--- config.mk ---
export PLATFORM = sky130hd
export DESIGN_NAME = sram_bank_ctl
export DESIGN_NICKNAME = d
export VERILOG_FILES = /design/src/rtl/sram_bank_pkg.sv /design/src/rtl/sbc_region_decode.sv /design/src/rtl/sbc_wait_timer.sv /design/src/rtl/sram_bank_ctl.sv
export SDC_FILE = /design/constraint.sdc
export NUM_CORES = 1
export LEC_CHECK = 0
export ABC_AREA = 1
export ABC_CLOCK_PERIOD_IN_PS = 2950
export BUFFER_PORTS_ARGS = -buffer_cell sky130_fd_sc_hd__buf_2
export CAP_MARGIN = 20
export CORE_AREA = 4 4 60 62
export CTS_CLUSTER_DIAMETER = 150
export DETAILED_ROUTE_END_ITERATION = 8
export DIE_AREA = 0 0 64 66
export PLACE_DENSITY_LB_ADDON = 0.15
export SLEW_MARGIN = 20
export SYNTH_ARGS = -nofsm -noshare
export SYNTH_HDL_FRONTEND = slang
export SYNTH_SLANG_ARGS = --single-unit
--- constraint.sdc ---
create_clock -name clk -period 2.95 [get_ports clk]
set_input_delay 0.295 -clock clk [delete_from_list [all_inputs] [get_ports clk]]
set_output_delay 0.295 -clock clk [all_outputs]
set_load 0.01 [all_outputs]
--- src/rtl/sram_bank_pkg.sv ---
`timescale 1ns/1ps
package sram_bank_pkg;
   // two selects per bank, two banks at most
   localparam int SEL_W = 4;

   typedef enum logic [0:0] {
      ST_IDLE   = 1'b0,
      ST_ACCESS = 1'b1
   } sbc_state_e;
endpackage

--- src/rtl/sbc_region_decode.sv ---
`timescale 1ns/1ps
module sbc_region_decode #(
   parameter int ADDR_W    = 24,
   parameter int SIZE_W    = 3,
   parameter int BASE_LOG2 = 19,
   parameter int NUM_BANKS = 2
) (
   input  logic [ADDR_W-1:0]               addr,
   input  logic [1:0]                      be,
   input  logic [SIZE_W-1:0]               size_code,
   input  logic                            sram_en,
   output logic [sram_bank_pkg::SEL_W-1:0] sel,
   output logic                            hit
);
   localparam int MAX_SHIFT = ADDR_W - BASE_LOG2;
   localparam int IDX_W     = $clog2(ADDR_W) + 1;

   logic [IDX_W-1:0] sh;
   logic [IDX_W-1:0] bank_idx;
   logic             in_range;
   logic             upper;
   logic             bank1;

   always_comb begin
      sh       = (size_code > SIZE_W'(MAX_SHIFT)) ? IDX_W'(MAX_SHIFT) : IDX_W'(size_code);
      in_range = ((addr >> (IDX_W'(BASE_LOG2) + sh)) == '0);
      bank_idx = IDX_W'(BASE_LOG2) + sh - IDX_W'(1);
      upper    = addr[bank_idx];
   end

   generate
      if (NUM_BANKS == 2) begin : g_two_banks
         assign bank1 = upper;
      end else begin : g_one_bank
         logic unused_upper;
         assign unused_upper = upper;
         assign bank1 = 1'b0;
      end
   endgenerate

   assign hit = sram_en & in_range & (|be);
   assign sel = {bank1 & be[1], bank1 & be[0], ~bank1 & be[1], ~bank1 & be[0]}
                & {sram_bank_pkg::SEL_W{hit}};
endmodule

--- src/rtl/sbc_wait_timer.sv ---
`timescale 1ns/1ps
module sbc_wait_timer #(
   parameter int WAIT_W   = 2,
   parameter int MAX_WAIT = 2
) (
   input  logic              clk,
   input  logic              rst_n,
   input  logic              load,
   input  logic [WAIT_W-1:0] load_val,
   input  logic              run,
   output logic              last
);
   logic [WAIT_W-1:0] cnt_q;
   logic [WAIT_W-1:0] sat_val;

   assign sat_val = (load_val > WAIT_W'(MAX_WAIT)) ? WAIT_W'(MAX_WAIT) : load_val;

   always_ff @(posedge clk or negedge rst_n) begin
      if (!rst_n) begin
         cnt_q <= '0;
      end else if (load) begin
         cnt_q <= sat_val;
      end else if (run && cnt_q != '0) begin
         cnt_q <= cnt_q - WAIT_W'(1);
      end
   end

   assign last = (cnt_q == '0);
endmodule

--- src/rtl/sram_bank_ctl.sv ---
`timescale 1ns/1ps
module sram_bank_ctl #(
   parameter int ADDR_W    = 24,
   parameter int SIZE_W    = 3,
   parameter int WAIT_W    = 2,
   parameter int MAX_WAIT  = 2,
   parameter int NUM_BANKS = 2,
   parameter int BASE_LOG2 = 19
) (
   input  logic                            clk,
   input  logic                            rst_n,
   input  logic                            req_valid,
   input  logic [ADDR_W-1:0]               req_addr,
   input  logic [1:0]                      req_be,
   input  logic                            req_write,
   input  logic                            cfg_sram_en,
   input  logic [SIZE_W-1:0]               cfg_size,
   input  logic [WAIT_W-1:0]               cfg_wait,
   output logic                            req_ack,
   output logic [sram_bank_pkg::SEL_W-1:0] sram_cs_n,
   output logic [ADDR_W-2:0]               sram_addr,
   output logic                            sram_we_n
);
   import sram_bank_pkg::*;

   localparam int WORD_W = ADDR_W - 1;

   initial begin
      if (NUM_BANKS < 1 || NUM_BANKS > 2) $error("NUM_BANKS must be 1 or 2");
      if (MAX_WAIT >= (1 << WAIT_W))      $error("MAX_WAIT does not fit WAIT_W");
      if (BASE_LOG2 < 1 || BASE_LOG2 >= ADDR_W) $error("BASE_LOG2 out of range");
      if (ADDR_W - BASE_LOG2 > (1 << SIZE_W) - 1) $error("SIZE_W too narrow");
   end

   sbc_state_e         state_q;
   logic               busy;
   logic               accept;
   logic               last;
   logic               hit;
   logic [SEL_W-1:0]   sel;
   logic [SEL_W-1:0]   cs_n_q;
   logic [WORD_W-1:0]  addr_q;
   logic               we_n_q;

   assign busy   = (state_q == ST_ACCESS);
   assign accept = req_valid & ~busy;

   sbc_region_decode #(
      .ADDR_W   (ADDR_W),
      .SIZE_W   (SIZE_W),
      .BASE_LOG2(BASE_LOG2),
      .NUM_BANKS(NUM_BANKS)
   ) u_decode (
      .addr     (req_addr),
      .be       (req_be),
      .size_code(cfg_size),
      .sram_en  (cfg_sram_en),
      .sel      (sel),
      .hit      (hit)
   );

   sbc_wait_timer #(
      .WAIT_W  (WAIT_W),
      .MAX_WAIT(MAX_WAIT)
   ) u_timer (
      .clk     (clk),
      .rst_n   (rst_n),
      .load    (accept),
      .load_val(cfg_wait),
      .run     (busy),
      .last    (last)
   );

   always_ff @(posedge clk or negedge rst_n) begin
      if (!rst_n) begin
         state_q <= ST_IDLE;
         cs_n_q  <= '1;
         we_n_q  <= 1'b1;
         addr_q  <= '0;
      end else if (accept) begin
         state_q <= ST_ACCESS;
         cs_n_q  <= ~sel;
         we_n_q  <= ~(req_write & hit);
         addr_q  <= req_addr[ADDR_W-1:1];
      end else if (busy && last) begin
         state_q <= ST_IDLE;
         cs_n_q  <= '1;
         we_n_q  <= 1'b1;
      end
   end

   assign req_ack   = busy & last;
   assign sram_cs_n = cs_n_q;
   assign sram_addr = addr_q;
   assign sram_we_n = we_n_q;
endmodule

# Word-level counts from Yosys, hierarchy flattened

Cells that the tools add are included.

Flip-flop bits (word level): 31
Bits in latches: 0
Memory bits (writable): 0
ROM bits: 0
Output and inout port bits: 29
Word-level logic and storage cells: 46
Memories: 0

Add/sub/neg operators: 3
Multiply operators: 0
Div/mod/pow operators: 0
Order comparisons: 3
Equal/unequal tests: 0
Shift operators: 1
Muxes and demuxes: 12
Bitwise gates (word level): 14
Reduce and logical (&&, ||, !) cells: 8

Operators by type and width:

| operator            | count |
|---|---|
| $logic_not 24->1    | 1 |
| $shr 24x6->24       | 1 |
| $and 1x1->1         | 9 |
| $mux 4              | 2 |
| $add 5x6->6 const A | 1 |
| $lt 6x6->1 const B  | 1 |
| $mux 2              | 3 |
| $reduce_bool 2->1   | 3 |
| $sub 6x1->6 const B | 1 |
| $bmux 1 s5          | 1 |
| $mux 1              | 5 |
| $and 4x4->4         | 1 |
| $not 4->4           | 1 |
| $gt 3x3->1 const B  | 1 |
| $mux 3              | 1 |
| $not 1->1           | 3 |
| $gt 2x2->1 const B  | 1 |
| $logic_and 1x1->1   | 2 |
| $logic_not 2->1     | 1 |
| $reduce_or 2->1     | 1 |
| $sub 2x1->2 const B | 1 |

# Longest topological paths before layout

Gate-level depths: netlist of run 1.

Word-level depth: 11
Mapped depth: 11
Gate-level depth less buffers: 11

# Modules after synthesis

A second synthesis of run 1 with hierarchy kept.

Cells, all modules: 203
Area total of the unflattened synthesis: 1584.0 um2

Modules (own cells, without submodules):

| module            | instances | cells an instance | area an instance (um2) | sequential area each (um2) |
|---|---|---|---|---|
| sram_bank_ctl     | 1         | 131               | 1189.9                 | 732.0 |
| sbc_region_decode | 1         | 50                | 256.5                  | 0.0 |
| sbc_wait_timer    | 1         | 22                | 137.6                  | 50.0 |

# Worst setup path after synthesis of run 1

No wires, ideal clock.

Kind: register -> register
Start point: register u_timer.cnt_q[0]
End point: register u_timer.cnt_q[1]
Setup time: 0.084 ns
Arrival time: 1.094 ns
Data required time: 2.866 ns
Setup slack: 1.772 ns
Stages on the path, launching flop included: 6
Buffers on the path: 0
Period minus slack after synthesis: 1.178 ns
Cells stage by stage: dfrtp_1 -> inv_1 -> ha_1 -> o21ai_0 -> o211ai_1 -> o21ai_0

Cells in the longest elaborated chain, start to end: 3
Elaborated cells between the ends (all ways): 6
Classes of those cells: add/sub (1); mux (2); reduce/logical (3)

RTL lines:

| item                                                    | line                                       | text |
|---|---|---|
| start: declaration                                      | sbc_wait_timer.sv:13                       | `logic [WAIT_W-1:0] cnt_q;` |
| start signal: assignment                                | sbc_wait_timer.sv:22                       | `cnt_q <= sat_val;` |
| start signal: assignment                                | sbc_wait_timer.sv:24                       | `cnt_q <= cnt_q - WAIT_W'(1);` |
| $sub 2x1->2 / $reduce_bool 2->1 (equally long branches) | sbc_wait_timer.sv:24, sbc_wait_timer.sv:23 |  |
| $mux 2 / $logic_and 1x1->1 (equally long branches)      | sbc_wait_timer.sv:23                       | `end else if (run && cnt_q != '0) begin` |
| $mux 2 / $reduce_bool 2->1 (equally long branches)      | --                                         |  |

Several ways; a longest one is shown, not always the timed one. The select of a mux whose other input is x is not followed.
A chain may end at the register's enable or synchronous reset.

# Worst setup path in the final report of run 1

Start point: register state_q (netlist: busy)
End point: register we_n_q (netlist: sram_we_n)

Cells in the longest elaborated chain, start to end: 3
Elaborated cells between the ends (all ways): 5
Classes of those cells: mux (1); bitwise (2); reduce/logical (2)

RTL lines:

| item                                               | line                | text |
|---|---|---|
| start: declaration                                 | sram_bank_ctl.sv:35 | `sbc_state_e state_q;` |
| start signal: assignment                           | sram_bank_ctl.sv:76 | `state_q <= ST_IDLE;` |
| start signal: assignment                           | sram_bank_ctl.sv:81 | `state_q <= ST_ACCESS;` |
| start signal: assignment                           | sram_bank_ctl.sv:86 | `state_q <= ST_IDLE;` |
| $not 1->1                                          | sram_bank_ctl.sv:46 | `assign accept = req_valid & ~busy;` |
| $and 1x1->1                                        | sram_bank_ctl.sv:46 |  |
| $mux 1 / $reduce_bool 2->1 (equally long branches) | --                  |  |
| end signal: assignment                             | sram_bank_ctl.sv:83 | `we_n_q <= ~(req_write & hit);` |
| end: declaration                                   | sram_bank_ctl.sv:43 | `logic we_n_q;` |

Several ways; a longest one is shown, not always the timed one.

==> results of run 1 <==
[worst max-delay path by stage]
stage	startpoint	to	slack, ps	depth (start not counted)
final	busy$_DFFE_PN0P_	sram_we_n$_DFFE_PN1P_	1330	7
after global routing	busy$_DFFE_PN0P_	sram_cs_n[0]$_DFFE_PN1P_	1110	10
after CTS	busy$_DFFE_PN0P_	sram_we_n$_DFFE_PN1P_	1300	7
after detailed placement	req_valid	sram_we_n$_DFFE_PN1P_	1300	7
after global placement	req_valid	sram_we_n$_DFFE_PN1P_	1320	7
after floorplan	u_timer.cnt_q[0]$_DFFE_PN0P_	u_timer.cnt_q[1]$_DFFE_PN0P_	1770	5
[logic make-up (layout without fill, tap and decap cells)]
logic type | after synthesis | count (layout) | share of synthesized area (%)
AND/OR/NAND/NOR | 116 | 116 | 33.0
buffers and inverters | 35 | 103 | 8.82
flip-flops | 31 | 31 | 52.0
AO/OA/AOI/OAI | 13 | 13 | 4.74
adder cells (fa/ha/maj) | 1 | 1 | 0.832
XOR/XNOR | 1 | 1 | 0.582
[Yosys cell counts (all sizes together) (3+ instances only)]
cell type | number | area (sq um)
clkbuf | 3 | 11.3
dfrtp | 26 | 651
dfstp | 5 | 131
inv | 31 | 116
nand2 | 92 | 365
nand3 | 15 | 95.1
nor2 | 8 | 30.0
o21ai | 9 | 45.0
[state kept, by name, summed over array words and instances (netlist names)]
signal,cells
sram_addr,23
u_timer.cnt_q,2
sram_cs_n,4
busy,1
sram_we_n,1
[report_power, final]
group	total (mW)	leakage, nW	switching (mW)	internal [mW]
clock	0.286	0.0375	0.147	0.139
sequential	0.699	0.372	0.0894	0.610
combinational	0.639	0.781	0.387	0.252
[routing by layer]
metal / up-vias / wire [um] / GRT usage [%]
met1: 613 / 1390 / 19.6
li1: 728 / - / -
met4: 0 / 18 / 5.66
met5: - / 0 / 0
met3: 2 / 242 / 6.97
met2: 37 / 1610 / 29.7
[through the flow]
stage / util, % / worst slack, ps / total power [mW] / instances / area [sq um]
3_3_place_gp: 61.6 / 1320 / 1.34 / 301 / 1870
3_5_place_dp: 61.6 / 1300 / 1.36 / 301 / 1870
5_1_grt: 64.0 / 1110 / 1.78 / 309 / 1940
4_1_cts: 64.0 / 1300 / 1.65 / 309 / 1940
6_report: 64.0 / 1330 / 1.62 / 309 / 1940
2_1_floorplan: - / 1770 / 1.08 / 197 / 1500
[area by class of cell]
cell class,instances,area [sq um]
Clock buffer,7,65.1
Timing Repair Buffer,64,323
Inverter,31,116
Clock inverter,1,7.51
Multi-Input combinational cell,131,589
Fill cell,297,1090
Sequential cell,31,782
Tap cell,44,55.1
==> impl_metrics.json, run 1 <==
{
  "hold_class": "input port to asynchronous set/reset pin",
  "path_class": "flop to flop",
  "area_growth_syn_to_layout_pct": 28.9,
  "fin_crit_sh_pct": 54.9,
  "first_iter_violations": 40,
  "reg2reg_depth": 7,
  "cts-resized-gates": 0,
  "vdd_drop_max_mv": 0.560,
  "mostFrequentLayoutCells": "nand2_1 (88), buf_2 (63), inv_1 (29), dfrtp_1 (26), nand3_1 (11)",
  "h-tree-depth": 2,
  "avgRoutedWirePerCell_um": 10.6,
  "hold_ws_ps": -8.29,
  "die_area_sq_um": 4220,
  "avgSynthCellArea_sq_um": 7.63,
  "slew_headroom_pct": 55.3,
  "slew_viol_final": 0,
  "grt_max_degree": 32,
  "reg2reg_to": "sram_we_n$_DFFE_PN1P_",
  "async_reset_ff_share_pct": 100,
  "status": "complete, but fails checks",
  "timing.fmax_mhz": 618,
  "period_needed_ps": 1620,
  "grt_setup_unrepaired": "false",
  "syn_nets": 234,
  "antenna_found_initial": 0,
  "post_synth_num_cell_types": 20,
  "cp_max_fo": 19,
  "clk_latency_ps": 320,
  "syn_inst": 197,
  "tns_ps": 0,
  "syn_area_sq_um": 1500,
  "vias_per_cell": 4.47,
  "vias": 1380,
  "r2r_slack_ps": 1330,
  "violations": "negative hold slack",
  "root_buffer": "clkbuf_4",
  "seq_area_frac_synth_pct": 52.0,
  "max-clock-path-buffers": 2,
  "r2r-start": "busy$_DFFE_PN0P_",
  "synthFlopType": "dfrtp_1",
  "worst_pin_slew_ps": 671,
  "wirelength_um": 3260,
  "startpoint_type": "flop",
  "final_common_cell": "nand2_1",
  "yosys_register_bits": 31,
  "crit_chain": "inv_2 > nand2_1 > inv_2 > nor2_1 > nand2_1 > nand2_1 > inv_1",
  "cpMostUsedCell": "nand2_1",
  "drv_cap": 0,
  "portBuffers": 63,
  "max_stage_delay_ps": 370,
  "leakagePower_nw": 1.19,
  "die_y_um": 66,
  "cts_buffers": 5,
  "end_kind": "flop",
  "path_buf_inv": 3,
  "core-area_sq_um": 3030,
  "grt-ovfl-total": 0,
  "cts_hold_buf": 0,
  "grt_pass1_vias": 1268,
  "diodes": 0,
  "clk_pin_slew_ps": 100,
  "cts_sinks": 31,
  "tritoncts": "built",
  "final_nets": 301,
  "cts_setup_buffers": 0,
  "io_pins": 65,
  "finalWeightedCongestion": 0.808,
  "cp_data_arrival_time_ps": 1890,
  "finalHoldViolations": 18,
  "yosys_warnings": 0,
  "crit_path_top_delay_cell": "dfrtp_1",
  "grt_usage_pct": 17.3,
  "power_density_nw_per_um2": 838,
  "drive_above_1_share_pct": 32.8,
  "row_count": 20,
  "skew_ps": 2.28,
  "cp_top_family": "simple AND/OR/NAND/NOR gates",
  "setup_viol_count_final": 0,
  "required_ps": 3220,
  "grt_pass1_wl_um": 5570,
  "first_pass_iters": 4,
  "place_hpwl_um": 2440,
  "die_width_um": 64,
  "drc": 0,
  "synth_edf_count": 0,
  "floorplan.initialDensity_pct": 49.7,
  "ant_nets": 0
}
Note: power is estimated with default switching activity, not from simulation.
==> inputs of run 2 (changes only) <==
--- a/config.mk
+++ b/config.mk
@@ -6,13 +6,13 @@
 export NUM_CORES = 1
 export LEC_CHECK = 0
 export ABC_AREA = 1
-export ABC_CLOCK_PERIOD_IN_PS = 2950
+export ABC_CLOCK_PERIOD_IN_PS = 1450
 export BUFFER_PORTS_ARGS = -buffer_cell sky130_fd_sc_hd__buf_2
 export CAP_MARGIN = 20
-export CORE_AREA = 4 4 60 62
+export CORE_AREA = 4 4 65 67
 export CTS_CLUSTER_DIAMETER = 150
 export DETAILED_ROUTE_END_ITERATION = 8
-export DIE_AREA = 0 0 64 66
+export DIE_AREA = 0 0 69 71
 export PLACE_DENSITY_LB_ADDON = 0.15
 export SLEW_MARGIN = 20
 export SYNTH_ARGS = -nofsm -noshare
==> constraint.sdc (replaced) <==
create_clock -name clk -period 1.45 [get_ports clk]
set_input_delay 0.145 -clock clk [delete_from_list [all_inputs] [get_ports clk]]
set_output_delay 0.145 -clock clk [all_outputs]
set_load 0.01 [all_outputs]
==> run 2 against run 1 <==
The run now ends clean. Critical path depth stayed put. Via count is 1.6% lower. Clock skew hardly changed. Hold slack better by 70 ps. Sequential share of layout area is 0.94 points lower. Critical endpoint is now sram_cs_n[3]$_DFFE_PN1P_. Largest power group unchanged.
==> impl_metrics.json, run 2 (synthesis gave the netlist of run 1 again) <==
{
  "timing.fmax_mhz": 779,
  "cp_top_family": "simple AND/OR/NAND/NOR gates",
  "power_density_nw_per_um2": 1710,
  "clk_pin_slew_ps": 60,
  "cts_sinks": 31,
  "hold_class": "input port to flop",
  "period_needed_ps": 1280,
  "cts_buffers": 5,
  "cp_data_arrival_time_ps": 1490,
  "leakagePower_nw": 1.21,
  "seq_power_share_pct": 42.1,
  "grt_setup_unrepaired": "false",
  "vias": 1358,
  "status": "completed",
  "h-tree-depth": 2,
  "largest_reg_flops": 23,
  "vdd_drop_max_mv": 0.938,
  "first_iter_violations": 38,
  "grt_pass1_vias": 1309,
  "cp_max_fo": 9,
  "final_common_cell": "nand2_1",
  "setup_viol_count_final": 0,
  "tns_ps": 0,
  "final_nets": 305,
  "skew_ps": 2.55,
  "worst_pin_slew_ps": 387,
  "root_buffer": "clkbuf_8",
  "path_buf_inv": 3,
  "use_met3_pct": 4.12,
  "dp_worst_setup_slack_ps": 113,
  "core-area_sq_um": 3630,
  "pwr-share-clk_pct": 18.7,
  "switchingPower_mw": 1.28,
  "hold_ws_ps": 61.6,
  "cpMostUsedCell": "nand2_1",
  "avgRoutedWirePerCell_um": 10.5,
  "io_pins": 65,
  "ant_nets": 0,
  "diodes": 0,
  "antenna_found_initial": 0,
  "slew_headroom_pct": 74.2,
  "floorplan.initialDensity_pct": 41.4,
  "clk_latency_ps": 270,
  "p_int_mw": 2.12,
  "drv_cap": 0,
  "grt_max_degree": 32,
  "finalHoldViolations": 0,
  "end_kind": "flop",
  "required_ps": 1660,
  "use_met2_pct": 24.5,
  "die_area_sq_um": 4900,
  "row_count": 22,
  "startpoint_type": "flop",
  "drive_above_1_share_pct": 32.7,
  "crit_chain": "inv_2 > nand2_1 > inv_2 > nor2_1 > nand2_1 > nand2_1 > inv_1",
  "fin_crit_sh_pct": 88.5,
  "finalWeightedCongestion": 0.786,
  "drc": 0,
  "p_comb_share_pct": 39.3,
  "worst_slack_ps": 167,
  "place_hpwl_um": 2510,
  "vias_per_cell": 4.28,
  "mostFrequentLayoutCells": "nand2_1 (88), buf_2 (63), inv_1 (29), dfrtp_1 (26), nand3_1 (11)",
  "grt_usage_pct": 14.6,
  "slew_viol_final": 0,
  "portBuffers": 63,
  "area_growth_syn_to_layout_pct": 31.9,
  "die_y_um": 71,
  "finalNonFillerCells": 317,
  "grt-ovfl-total": 0,
  "max_stage_delay_ps": 360,
  "first_pass_iters": 4,
  "swShare_pct": 37.6,
  "met1_usage_pct": 17.5,
  "n_fill_cell": 384,
  "grt_busiest_layer": "met2",
  "place_inst": 308,
  "die_width_um": 69,
  "wirelength_um": 3340,
  "max-clock-path-buffers": 2,
  "tritoncts": "built",
  "path_class": "flop to flop",
  "grt_pass1_wl_um": 5810,
  "crit_path_top_delay_cell": "dfrtp_1"
}
run 2: power groups by stage:
stage	combinational [mW]	sequential, mW	clock, mW
3_3_place_gp	1.33	1.44	0
6_report	1.33	1.43	0.634
3_5_place_dp	1.36	1.43	0
5_1_grt	1.53	1.48	0.686
2_1_floorplan	0.616	1.59	0
4_1_cts	1.36	1.43	0.657
run 2: timing repair:
action | in CTS | in global routing
setup buffers | 0 | 0
gates resized for setup | 0 | 1
endpoints found under the hold margin | 26 | 0
endpoints found under the setup margin | 0 | 2
hold buffers | 1 | 0
run 2: per-layer routing:
layer	vias to the layer above	wire length [um]
met5	-	0
met4	0	24
li1	733	-
met2	30	1640
met1	593	1470
met3	2	206
run 2: worst paths after layout:
kind                                             end  cells after the start                       from  slack, ps
setup / recovery            sram_cs_n[3]$_DFFE_PN1P_                      7           busy$_DFFE_PN0P_        170
hold / removal              sram_addr[1]$_DFFE_PN0P_                      3                req_addr[2]         60
setup reg to reg            sram_cs_n[3]$_DFFE_PN1P_                      7           busy$_DFFE_PN0P_        170
hold reg to reg            sram_addr[10]$_DFFE_PN0P_                      2  sram_addr[10]$_DFFE_PN0P_        470
max in group asynchronous   sram_cs_n[3]$_DFFE_PN1P_                      3                      rst_n        710
min in group asynchronous   sram_addr[1]$_DFFE_PN0P_                      3                      rst_n        410
run 2: area by class of cell:
| type | count | area (sq um) | area share (%) |
|---|---|---|---|
| Sequential cell | 31 | 782 | 39.4 |
| Multi-Input combinational cell | 131 | 589 | 29.7 |
| Timing Repair Buffer | 68 | 355 | 17.9 |
| Inverter | 31 | 116 | 5.86 |
| Clock buffer | 7 | 76.3 | 3.85 |
| Tap cell | 48 | 60.1 | 3.03 |
| Clock inverter | 1 | 5.00 | 0.252 |
run 2: worst register-to-register path: cells and delay by family, from the launching register on:
| kind | cells | cell delay [ps] |
|---|---|---|
| buffers and inverters | 3 | 180 |
| flip-flops | 1 | 360 |
| AND/OR/NAND/NOR | 4 | 680 |
run 2: metrics by stage:
stage               util [%]  total power, mW  cell area (sq um)
global placement        52.1             2.77               1890
detailed placement      52.1             2.79               1890
finish                  54.6             3.40               1980
CTS                     54.6             3.45               1980
floorplan                  -             2.21               1500
global route            54.6             3.69               1980
==> inputs of run 3 (changes only) <==
--- a/config.mk
+++ b/config.mk
@@ -5,14 +5,13 @@
 export SDC_FILE = /design/constraint.sdc
 export NUM_CORES = 1
 export LEC_CHECK = 0
-export ABC_AREA = 1
 export ABC_CLOCK_PERIOD_IN_PS = 1450
 export BUFFER_PORTS_ARGS = -buffer_cell sky130_fd_sc_hd__buf_2
 export CAP_MARGIN = 20
-export CORE_AREA = 4 4 65 67
+export CORE_AREA = 4 4 63 65
 export CTS_CLUSTER_DIAMETER = 150
 export DETAILED_ROUTE_END_ITERATION = 8
-export DIE_AREA = 0 0 69 71
+export DIE_AREA = 0 0 67 69
 export PLACE_DENSITY_LB_ADDON = 0.15
 export SLEW_MARGIN = 20
 export SYNTH_ARGS = -nofsm -noshare
==> run 3 against run 2 <==
Hold slack got worse by 15 ps. Cell area decreased by 9.1%. Combinational power increased by 3%. Total power fell by 0.46%. Non-clock buffer count increased by 1. First-iteration DRC count is 55% higher. Clock power fell by 11%. Via count down 25%. Cell count fell by 31%. Area after synthesis fell by 12%. Critical path depth fell by 2. Maximum frequency fell by 5.2%. Largest cell class unchanged.
==> impl_metrics.json, run 3 <==
{
  "avgSynthCellArea_sq_um": 13.2,
  "timing.fmax_mhz": 739,
  "async_reset_ff_share_pct": 100,
  "clk_pin_slew_ps": 90,
  "die_area_sq_um": 4620,
  "grt_pass1_wl_um": 4750,
  "synth_top_cell_by_area": "dfrtp_1",
  "use_met2_pct": 21.3,
  "multi_input_area_sq_um": 512,
  "r2r_slack_ps": 130,
  "yosysMostFrequentCell": "dfrtp_1",
  "vias": 1025,
  "setup_viol_count_final": 0,
  "area_growth_syn_to_layout_pct": 36.2,
  "swShare_pct": 32.9,
  "power_density_nw_per_um2": 1870,
  "cp-startpoint": "u_timer.cnt_q[0]$_DFFE_PN0P_",
  "min_from": "req_addr[10]",
  "final_core_util_pct": 54.0,
  "cts_buffers": 5,
  "grt_max_degree": 32,
  "clk_latency_ps": 320,
  "core-area_sq_um": 3340,
  "max-clock-path-buffers": 2,
  "io_pins": 65,
  "slew_viol_final": 0,
  "grt-ovfl-total": 0,
  "drc": 0,
  "yosys_register_bits": 31,
  "finalHoldViolations": 0,
  "first_iter_violations": 59,
  "fin_crit_sh_pct": 93.3,
  "seq_area_frac_synth_pct": 59.1,
  "leakagePower_nw": 0.884,
  "die_y_um": 69,
  "worst_pin_slew_ps": 682,
  "vdd_drop_max_mv": 1.02,
  "finalWeightedCongestion": 0.754,
  "seq_power_share_pct": 42.8,
  "die_width_um": 67,
  "synth_area_leaders": "dfrtp_1 (49%), mux2_2 (20%), dfstp_2 (9.9%)",
  "diodes": 0,
  "post_synth_num_cell_types": 22,
  "n_fill_cell": 328,
  "final_common_cell": "buf_2",
  "syn_nets": 137,
  "tritoncts": "built",
  "antenna_found_initial": 0,
  "grt_usage_pct": 13.4,
  "first_pass_iters": 4,
  "h-tree-depth": 2,
  "reg2reg_depth": 4,
  "regArea_sq_um": 782,
  "mostFrequentLayoutCells": "buf_2 (63), dfrtp_1 (26), mux2_2 (24), nor2_1 (8)",
  "end_kind": "output port",
  "status": "completed",
  "floorplan.initialDensity_pct": 39.7,
  "grt_pass1_vias": 1031,
  "startpoint_type": "flop",
  "synth_common_cells": "dfrtp_1 (26), mux2_2 (24), nor2_1 (8), o21ai_0 (6), dfstp_2 (5)",
  "required_ps": 1310,
  "syn_area_sq_um": 1320,
  "ant_nets": 0,
  "cts_sinks": 31,
  "grt_busiest_layer": "met2",
  "drv_cap": 0,
  "p_comb_share_pct": 40.4,
  "cp_max_fo": 3,
  "synthFlopType": "dfrtp_1",
  "met1_usage_pct": 15.5,
  "p_int_mw": 2.27,
  "hold_class": "input port to flop",
  "largest_reg_flops": 23,
  "syn_inst": 100,
  "slew_headroom_pct": 54.5,
  "wirelength_um": 2820,
  "final_nets": 210,
  "switchingPower_mw": 1.11,
  "period_needed_ps": 1350,
  "place_hpwl_um": 2180,
  "avgRoutedWirePerCell_um": 12.8,
  "skew_ps": 4.73,
  "grt_setup_unrepaired": "false",
  "path_class": "flop to output port",
  "yosys_warnings": 0,
  "holdPathStages": 2,
  "use_met3_pct": 5.03,
  "drive_above_1_share_pct": 60.3,
  "cp_data_arrival_time_ps": 1210,
  "synth_top_cell_area_share_pct": 49.1,
  "root_buffer": "clkbuf_4",
  "pwr-share-clk_pct": 16.8,
  "tns_ps": 0,
  "portBuffers": 63,
  "synth_edf_count": 0,
  "r2r-start": "busy$_DFFE_PN0P_",
  "row_count": 21,
  "reg2reg_to": "sram_cs_n[2]$_DFFE_PN1P_",
  "whs_endpoint": "sram_addr[9]$_DFFE_PN0P_",
  "vias_per_cell": 4.66
}
## run 3: cell types whose count changed after synthesis, moves of 4 or more
cell	before	now
nand2_1	88	4
inv_1	29	4
mux2_2	0	24
nand3_1	11	0
nand3_2	4	0
## run 3: area by class of cell
cell class / instances / area share (%)
flip-flops and latches: 31 / 43.4
multi-input cells: 62 / 28.4
clock buffers: 8 / 3.82
well taps: 46 / 3.19
inverters: 4 / 0.833
repair buffers: 69 / 20.4
## run 3: worst max-delay path by stage
stage / slack (ps) / cells after the start / end
final: 100 / 5 / req_ack
after global routing: 6 / 5 / req_ack
after CTS: 80 / 5 / req_ack
after detailed placement: 120 / 5 / sram_cs_n[2]$_DFFE_PN1P_
after global placement: 140 / 5 / sram_cs_n[3]$_DFFE_PN1P_
after floorplan: 110 / 4 / sram_addr[12]$_DFFE_PN0P_
## run 3: repair_timing
action,CTS,global route
resized for setup,0,1
hold buffers,3,0
endpoints found under the hold margin,30,0
endpoints found under the setup margin,0,1
setup buffers,0,0
## run 3: cells by family (layout without fill, tap and decap cells)
logic type | count (synthesis) | in the layout | share of synthesized area (%)
DFF | 31 | 31 | 59.1
muxes | 25 | 25 | 22.1
buffers and inverters | 7 | 81 | 2.27
and+or+nand+nor | 17 | 17 | 6.43
AOI/OAI and AO/OA | 19 | 19 | 9.17
adders and majority gates | 1 | 1 | 0.945
## run 3: per-layer routing
| metal | part of all wire [%] | vias up |
|---|---|---|
| li1 | - | 500 |
| met1 | 42 | 476 |
| met2 | 49 | 45 |
| met3 | 8.1 | 4 |
| met4 | 1.0 | 0 |
| met5 | 0 | - |
## run 3: power groups by stage
stage | Combinational, mW | Sequential, mW | Clock [mW]
floorplan | 0.630 | 1.64 | 0
global placement | 1.35 | 1.44 | 0
detailed placement | 1.39 | 1.47 | 0
CTS | 1.40 | 1.45 | 0.593
global route | 1.51 | 1.50 | 0.647
finish | 1.37 | 1.45 | 0.567
## run 3: stage by stage
step / power (mW) / setup WS, ps / instance area (sq um) / cells / hold slack, ps
after global routing: 3.66 / 5.85 / 1800 / 220 / 10.9
final: 3.38 / 96.5 / 1800 / 220 / 46.3
after global placement: 2.79 / 135 / 1700 / 209 / 212
after floorplan: 2.27 / 110 / 1320 / 100 / -151
after CTS: 3.44 / 82.6 / 1800 / 220 / 26.5
after detailed placement: 2.86 / 121 / 1700 / 209 / 225
## run 3: worst max-delay path: stages (launching register included)
cell	delay (ps)
dfrtp_1	370
inv_1	60
ha_1	180
nand2_1	90
inv_1	50
buf_2	130
